$ cat config.mk
export PLATFORM = sky130hd
export DESIGN_NAME = wiper_ctl
export DESIGN_NICKNAME = d
export VERILOG_FILES = /design/src/rtl/wctl_pkg.sv /design/src/rtl/wctl_edge.sv /design/src/rtl/wctl_shreg.sv /design/src/rtl/wctl_hold.sv /design/src/rtl/wiper_ctl.sv
export SDC_FILE = /design/constraint.sdc
export NUM_CORES = 1
export LEC_CHECK = 0
export ABC_AREA = 0
export BUFFER_PORTS_ARGS = -buffer_cell sky130_fd_sc_hd__buf_2
export CORE_MARGIN = 1.5
export CORE_UTILIZATION = 53
export CTS_CLUSTER_DIAMETER = 80
export CTS_CLUSTER_SIZE = 40
export DETAILED_ROUTE_END_ITERATION = 8
export GPL_ROUTABILITY_DRIVEN = 0
export PLACE_DENSITY = 0.81
export SLEW_MARGIN = 20
export SYNTH_ARGS = -nofsm -noshare
export SYNTH_HDL_FRONTEND = slang
export SYNTH_SLANG_ARGS = --single-unit
$ cat constraint.sdc
create_clock -name clk -period 1.5 [get_ports clk]
set_input_delay 0.3 -clock clk [delete_from_list [all_inputs] [get_ports clk]]
set_output_delay 0.3 -clock clk [all_outputs]
set_load 0.02 [all_outputs]
$ cat src/rtl/wctl_pkg.sv
package wctl_pkg;
  localparam int unsigned NCH = 2;

  typedef enum logic {
    PICK_CH0 = 1'b0,
    PICK_CH1 = 1'b1
  } stack_pick_e;

  function automatic int unsigned frame_w(input int unsigned code_w);
    return 1 + NCH * code_w;
  endfunction
endpackage

$ cat src/rtl/wctl_edge.sv
module wctl_edge #(
  parameter bit RISING = 1'b1
) (
  input  logic clk,
  input  logic rst_n,
  input  logic d_i,
  output logic edge_o
);
  logic lvl_q;
  logic lvl_d;

  always_comb begin
    lvl_d = d_i;
  end

  always_ff @(posedge clk or negedge rst_n) begin
    if (!rst_n) lvl_q <= 1'b0;
    else        lvl_q <= lvl_d;
  end

  generate
    if (RISING) begin : g_rise
      assign edge_o = d_i & ~lvl_q;
    end else begin : g_fall
      assign edge_o = ~d_i & lvl_q;
    end
  endgenerate
endmodule

$ cat src/rtl/wctl_shreg.sv
module wctl_shreg #(
  parameter int unsigned FRAME_W = 17
) (
  input  logic               clk,
  input  logic               rst_n,
  input  logic               active_i,
  input  logic               step_i,
  input  logic               sdat_i,
  output logic [FRAME_W-1:0] frame_o
);
  logic [FRAME_W-1:0] sh_q;
  logic [FRAME_W-1:0] sh_d;
  logic               sh_en;

  always_comb begin
    sh_en = active_i & step_i;
    sh_d  = {sdat_i, sh_q[FRAME_W-1:1]};
  end

  always_ff @(posedge clk or negedge rst_n) begin
    if (!rst_n)     sh_q <= '0;
    else if (sh_en) sh_q <= sh_d;
  end

  assign frame_o = sh_q;


  idle_hold_chk: assert property (@(posedge clk) disable iff (!rst_n)
    !active_i |=> $stable(sh_q));


  shift_in_chk: assert property (@(posedge clk) disable iff (!rst_n)
    (active_i && step_i) |=> (sh_q[FRAME_W-1] == $past(sdat_i)) &&
                             (sh_q[FRAME_W-2:0] == $past(sh_q[FRAME_W-1:1])));
endmodule

$ cat src/rtl/wctl_hold.sv
module wctl_hold
  import wctl_pkg::*;
#(
  parameter int unsigned CODE_W  = 8,
  parameter int unsigned FRAME_W = 1 + NCH * CODE_W
) (
  input  logic               clk,
  input  logic               rst_n,
  input  logic               commit_i,
  input  logic [FRAME_W-1:0] frame_i,
  output logic [CODE_W-1:0]  code0_o,
  output logic [CODE_W-1:0]  code1_o,
  output logic               sel_o,
  output logic [CODE_W-1:0]  wiper_o
);
  logic [FRAME_W-1:0]           hold_q;
  logic [FRAME_W-1:0]           hold_d;
  logic [NCH-1:0][CODE_W-1:0]   codes;
  stack_pick_e                  pick;

  always_comb begin
    hold_d = frame_i;
  end

  always_ff @(posedge clk or negedge rst_n) begin
    if (!rst_n)        hold_q <= '0;
    else if (commit_i) hold_q <= hold_d;
  end

  // Channel c occupies a CODE_W field, MSB at the lowest index; channel NCH-1 sits next to bit 0.
  generate
    for (genvar c = 0; c < NCH; c++) begin : g_ch
      for (genvar j = 0; j < CODE_W; j++) begin : g_bit
        assign codes[c][CODE_W-1-j] = hold_q[1 + (NCH-1-c)*CODE_W + j];
      end
    end
  endgenerate

  assign pick    = stack_pick_e'(hold_q[0]);
  assign sel_o   = hold_q[0];
  assign code0_o = codes[0];
  assign code1_o = codes[1];
  assign wiper_o = (pick == PICK_CH1) ? codes[1] : codes[0];


  hold_stable_chk: assert property (@(posedge clk) disable iff (!rst_n)
    !commit_i |=> $stable(hold_q));


  hold_load_chk: assert property (@(posedge clk) disable iff (!rst_n)
    commit_i |=> (hold_q == $past(frame_i)));
endmodule

$ cat src/rtl/wiper_ctl.sv
module wiper_ctl #(
  parameter int unsigned CODE_W = 8
) (
  input  logic              clk,
  input  logic              rst_n,
  input  logic              en_i,
  input  logic              sclk_i,
  input  logic              sdat_i,
  output logic              cas_o,
  output logic [CODE_W-1:0] code0_o,
  output logic [CODE_W-1:0] code1_o,
  output logic              stack_sel_o,
  output logic [CODE_W-1:0] wiper_sel_o
);
  localparam int unsigned FRAME_W = wctl_pkg::frame_w(CODE_W);

  logic               sclk_rise;
  logic               en_fall;
  logic [FRAME_W-1:0] frame;

  wctl_edge #(.RISING(1'b1)) u_sclk_edge (
    .clk(clk), .rst_n(rst_n), .d_i(sclk_i), .edge_o(sclk_rise)
  );

  wctl_edge #(.RISING(1'b0)) u_en_edge (
    .clk(clk), .rst_n(rst_n), .d_i(en_i), .edge_o(en_fall)
  );

  wctl_shreg #(.FRAME_W(FRAME_W)) u_shreg (
    .clk(clk), .rst_n(rst_n), .active_i(en_i), .step_i(sclk_rise),
    .sdat_i(sdat_i), .frame_o(frame)
  );

  wctl_hold #(.CODE_W(CODE_W), .FRAME_W(FRAME_W)) u_hold (
    .clk(clk), .rst_n(rst_n), .commit_i(en_fall), .frame_i(frame),
    .code0_o(code0_o), .code1_o(code1_o), .sel_o(stack_sel_o),
    .wiper_o(wiper_sel_o)
  );

  assign cas_o = frame[0];


  cas_idle_chk: assert property (@(posedge clk) disable iff (!rst_n)
    (!en_i && !$past(en_i)) |-> (cas_o == stack_sel_o));
endmodule

==> Word-level counts from Yosys, hierarchy flattened <==
Index checks and enable logic that the tools add are counted.
{ "word_totals": {"regBits": 36, "elab_cells": 10} }
{ "classes": {"n_mux": 1, "n_bitwise": 5} }
{ "ops": {"columns": ["op", "n"], "rows": [
  ["$mux 8", 1],
  ["$and 1x1->1", 3],
  ["$not 1->1", 2]
]} }

==> Longest topological paths before layout <==
Gate-level depths: netlist (run 1).
{ "depth": {"word_depth": 3, "mapped_depth": 4, "mapped_depth_nobuf": 2} }

==> Hierarchy <==
From an unflattened synthesis (run 1), not the netlist that was laid out.
{ "hier_totals": {"cells_unflattened": 85, "area_unflattened_um2": 1544.0} }
{ "modules_own_cells": {"columns": ["mod", "instances", "cells_each", "area_each_um2", "seq_area_each_um2"], "rows": [
  ["wctl_hold", 1, 45, 780.7, 425.4],
  ["wctl_shreg", 1, 36, 685.7, 425.4],
  ["wctl_edge", 2, 2, 38.8, 25.0]
]} }

==> Worst setup path before layout (run 1) <==
OpenSTA, ideal clock, no wires.
{ "synth_timing": {"path_kind": "flip-flop to output port", "start": "register u_hold.hold_q[0]", "end": "output port wiper_sel_o[0]", "t_arrival_ps": 1058, "required_time_ps": 1200, "slack_ps": 142, "stages_incl_launch_ff": 3, "n_path_buf": 1, "cell_sequence": "dfrtp_1 > buf_2 > mux2_2"} }
{ "synth_between": {"elab_chain_cells": 1} }
{ "synth_lines": {"columns": ["item", "line_no", "source"], "rows": [
  ["from (decl)", "wctl_hold.sv:16", "logic [FRAME_W-1:0] hold_q;"],
  ["from (signal assigned)", "wctl_hold.sv:27", "else if (commit_i) hold_q <= hold_d;"],
  ["$mux 8", "wctl_hold.sv:43", "assign wiper_o = (pick == PICK_CH1) ? codes[1] : codes[0];"],
  ["to (decl)", "wiper_ctl.sv:13", "output logic [CODE_W-1:0] wiper_sel_o"]
]} }
No other way between the ends.

==> Worst setup path after layout (run 1) <==
{ "layout_timing": {"start": "register u_hold.hold_q[0]", "end": "output port wiper_sel_o[1]"} }
The elaborated chain is that of the path after synthesis.

==> run metrics, run 1 <==
synthesized cell area 1520 um^2; Min-Delay Path Depth 1; non-filler cells in the finished layout 155; first-pass GRT wire length 4400 um; Horiz. Die Dim 56.6 um; Max Cap Viol 0; critical path's slowest cell dfrtp_2; HPWL after DPL 1740 um; #FFs+latches synth 36; initial antenna violation count 0; initial core utilization 55.7%; 1st-iter DRT viols 14; crit-path leading delay family flip-flops; root buf cell clkbuf_4; layout cells sized above 1 71.0%; Critical Path Start Type flip-flop; vias in the first global route 878; drt pass-1 iters 4; worst path required time 1200 ps; Tmin final 1640 ps; Synth Area per Inst 18.1 um^2; placed instance count 144; syn nets 89; Crit Path Max Fanout 5; Fmax 609 MHz; Synth Warn # 0; Post-route DRC 0; clock-pin slew on the worst setup and hold paths 110 ps; CTS HTree Levels 2; worst-path cell chain buf_6, mux2_2, buf_6; Mapped Cells 84; Seq/Total Area, Yosys 59.2%; failing checks negative setup slack; Crit. End Element primary output; skew final 8.63 ps; Sink Count 36; fin crit share 109%; fin nets 128; CTS tree built; Max VDD drop 1.08 mV; Longest Clk Path Bufs 2; boundary pin count 31; Levels on crit path 3; Max-slew headroom 70.0%; synth unique cells 8; Cell Rows 19; RSZ-0062 raised after global routing yes; Worst Setup Path Type flip-flop to primary output; largest net degree at the start of global routing 20; worst-margin pin slew 450 ps; Avg Vias per Cell 5.30; Total Power 0.00319 W; # diodes 0; dpl ws 64.7 ps; Crit path largest cell delay 390 ps; Hold WC Path Type primary input to flip-flop; power per cell area 1690 nW/um^2; Die Y 56.6 um; Post-DRT Antenna Nets 0; CTS buffer count 5; Worst Slack Setup Final -141 ps; Worst R2R Path Depth 2; gr ovfl total 0; Worst-Skew Late Latency 340 ps; Pleak 1.00 nW; total die area 3200 um^2; GRT Overall Usage 18.5%; Finish-stage setup viols 8; status finished, violations left; core area 2730 um^2; I/O Buffers 30; total vias in the final route 821; final hold vios 0; CP Buf/Inv Count 2; Layout area overhead 23.7%; Routed WL 2550 um; most frequent CP cell buf_6; Crit path arrival time 1340 ps; Max Slew Vio Count 0; WL/cell 16.4 um
==> registers in the layout (all words and copies together), names as in the netlist <==
signal             count
u_hold.hold_q         17
u_shreg.frame_o       17
u_en_edge.lvl_q        1
u_sclk_edge.lvl_q      1
==> per-layer routing <==
metal	vias to the layer above	part of all wire [%]	global-route usage, %
met5	-	0	0
met4	0	1.5	7.14
met3	5	3.7	5.99
met2	23	49	27.9
met1	415	45	24.9
li1	378	-	-
==> worst reg2reg max path: stages (launching register included) <==
cell	delay, ps
dfrtp_1	380
nand3b_4	340
mux2_4	390
==> cell usage after synthesis <==
cell	n	area [um^2]
dfrtp_1	36	901
mux2_2	22	248
mux2_4	20	300
buf_6	2	22.5
buf_12	1	20.0
buf_2	1	5.00
nand3b_4	1	20.0
nor2b_1	1	6.26
==> per-stage QoR <==
stage                     hold slack, ps  utilization (%)  setup TNS [ps]  instance area [um^2]
after floorplan                     4.41                -               0                  1520
after global placement               255             62.2               0                  1700
after detailed placement             271             62.2               0                  1700
after CTS                           92.7             68.8           -1120                  1880
after global routing                87.0             68.9           -1490                  1880
final                                114             68.9           -1040                  1880
==> worst paths after layout <==
| kind | start | slack, ps | end |
|---|---|---|---|
| worst max-delay path | u_hold.hold_q[0]$_DFFE_PN0P_ | -140 | wiper_sel_o[1] |
| worst min-delay path | sclk_i | 110 | u_sclk_edge.lvl_q$_DFF_PN0_ |
| worst max register to register | u_sclk_edge.lvl_q$_DFF_PN0_ | 290 | u_shreg.frame_o[0]$_DFFE_PN0P_ |
| worst min register to register | u_hold.hold_q[1]$_DFFE_PN0P_ | 530 | u_hold.hold_q[1]$_DFFE_PN0P_ |
| max in group asynchronous | rst_n | 610 | u_hold.hold_q[14]$_DFFE_PN0P_ |
| min in group asynchronous | rst_n | 430 | u_shreg.frame_o[5]$_DFFE_PN0P_ |
==> cells by family (layout without fill, tap and decap cells) <==
group                  Yosys count  in the layout  share of synthesized area [%]
buffers and inverters            4             44                           3.12
DFF                             36             36                           59.2
muxes                           42             42                           36.0
and+or+nand+nor                  2              2                           1.73
==> cells in the final DEF (no fill, tap or decap) <==
cell type,count
buf_4,2
buf_12,1
dlygate4sd3_1,1
dfrtp_2,1
mux2_4,21
clkbuf_4,5
mux2_2,21
dfrtp_1,35
buf_6,10
clkbuf_8,2
buf_2,22
nand3b_4,1
nor2b_2,1
bufinv_16,1
==> what timing repair did <==
action	CTS	global route
gates resized for setup	21	1
hold buffers	1	0
buffers inserted	2	0
endpoints found under the hold margin	17	0
gates cloned	0	0
setup endpoints to repair	9	8
==> layout make-up <==
type,count,area [um^2]
clock buffers,7,65.1
clock inverters,1,30.0
fillers,204,850
multi-input cells,44,581
flip-flops and latches,36,902
well taps,31,38.8
repair buffers,36,268
==> where the power goes <==
group / switching (W) / internal, W
clock: 0.000311 / 0.000443
sequential: 0.000174 / 0.00119
combinational: 0.000481 / 0.000592
total: 0.000966 / 0.00223
No activity file was read; power rests on OpenSTA's default activity.
==> run 2, diff against run 1 <==
==> constraint.sdc (replaced) <==
create_clock -name clk -period 1.5 [get_ports clk]
set_input_delay 0 -clock clk [delete_from_list [all_inputs] [get_ports clk]]
set_output_delay 0 -clock clk [all_outputs]
set_load 0.02 [all_outputs]
==> run metrics, run 2 (same netlist as run 1, synthesis figures left out) <==
Die Y 56.6 um; CTS tree built; Sink Count 36; # diodes 0; # Post-CTS Setup Buffers 0; 1st-iter DRT viols 18; Worst Setup Path Type flip-flop to primary output; GRT Overall Usage 17.7%; CTS buffer count 5; fin crit share 91.8%; vias in the first global route 836; core area 2730 um^2; critical path's slowest cell dfrtp_2; placed instance count 142; gr ovfl total 0; Longest Clk Path Bufs 2; WL/cell 16.0 um; non-filler cells in the finished layout 153; initial core utilization 55.7%; Avg Vias per Cell 5.36; Routed WL 2450 um; Crit Path Max Fanout 10; Tmin final 1380 ps; Layout area overhead 17.7%; layout cells sized above 1 68.0%; setup TNS 0 ps; power per cell area 1590 nW/um^2; Pleak 0.963 nW; Horiz. Die Dim 56.6 um; Crit. End Element primary output; drt pass-1 iters 3; worst-path cell chain mux2_2, buf_2; most common cell after layout, fill and taps aside dfrtp_1; Fmax 727 MHz; fin nets 127; largest net degree at the start of global routing 37; Crit path arrival time 1380 ps; Cell Rows 19; clock-pin slew on the worst setup and hold paths 100 ps; Finish-stage setup viols 0; Hold WC Path Type primary input to async pin; Max Slew Vio Count 0; total die area 3200 um^2; Max Cap Viol 0; Max-slew headroom 49.1%; HPWL after DPL 1620 um; CTS HTree Levels 2; boundary pin count 31; Critical Path Start Type flip-flop; commonest cells after routing, fill and taps aside dfrtp_1 (35), buf_2 (30), mux2_2 (22); Max VDD drop 1.27 mV; I/O Buffers 30; initial antenna violation count 0; status completed; total vias in the final route 820; Crit path largest cell delay 520 ps; final core occ 65.6%; root buf cell clkbuf_4; final hold vios 0; RSZ-0062 raised after global routing no; first-pass GRT wire length 4120 um; Worst-Skew Late Latency 330 ps; worst path required time 1500 ps; Post-DRT Antenna Nets 0; skew final 7.19 ps; worst-margin pin slew 764 ps; Post-route DRC 0
==> run 2: worst max-delay path: cells and delay by family (launching register included) <==
family	cells	cell delay, ps
multiplexers	1	360
buffers and inverters	1	160
flip-flops	1	520
==> run 2: power breakdown <==
| group | leakage, nW | total, W | internal (W) | switching [W] |
|---|---|---|---|---|
| sequential | 0.472 | 0.00137 | 0.00119 | 0.000175 |
| combinational | 0.453 | 0.000922 | 0.000473 | 0.000448 |
| clock | 0.0374 | 0.000556 | 0.000266 | 0.000290 |
| total | 0.963 | 0.00284 | 0.00193 | 0.000913 |
==> run 2: what timing repair did <==
action,in CTS,in global routing
setup endpoints to repair,8,0
endpoints found under the hold margin,39,0
hold buffers,4,0
resized for setup,1,0
==> run 2: worst paths after layout <==
kind                                         startpoint                             end  slack [ps]  depth (start not counted)
max                        u_hold.hold_q[0]$_DFFE_PN0P_                  wiper_sel_o[1]         120                          2
min                                               rst_n  u_shreg.frame_o[1]$_DFFE_PN0P_         270                          2
min reg2reg                u_hold.hold_q[9]$_DFFE_PN0P_    u_hold.hold_q[9]$_DFFE_PN0P_         530                          1
min in group clk                                 sclk_i     u_sclk_edge.lvl_q$_DFF_PN0_         360                          2
max reg2reg                 u_sclk_edge.lvl_q$_DFF_PN0_  u_shreg.frame_o[7]$_DFFE_PN0P_         280                          2
max in group asynchronous                         rst_n    u_hold.hold_q[0]$_DFFE_PN0P_         710                          2
==> run 2: final cells by class <==
class                   count  area, um^2
well taps                  31        38.8
repair buffers             35         210
flip-flops and latches     36         902
fillers                   212         941
multi-input cells          44         577
clock buffers               7        65.1
==> run 2: per-layer routing <==
metal  GRT usage, %  routed length (um)
met5              0                   0
met3           7.37                 137
met2           27.6                1190
met4           7.14                  48
met1           21.7                1070
==> run 2: metrics by stage <==
| step | hold slack [ps] | total power [W] | cell area (um^2) | setup WS [ps] |
|---|---|---|---|---|
| after floorplan | -296 | 0.00201 | 1520 | 365 |
| after global placement | 105 | 0.00228 | 1690 | 339 |
| after detailed placement | 122 | 0.00232 | 1690 | 293 |
| after CTS | 284 | 0.00289 | 1790 | 94.5 |
| after global routing | 309 | 0.00301 | 1790 | 44.0 |
| final | 268 | 0.00284 | 1790 | 124 |
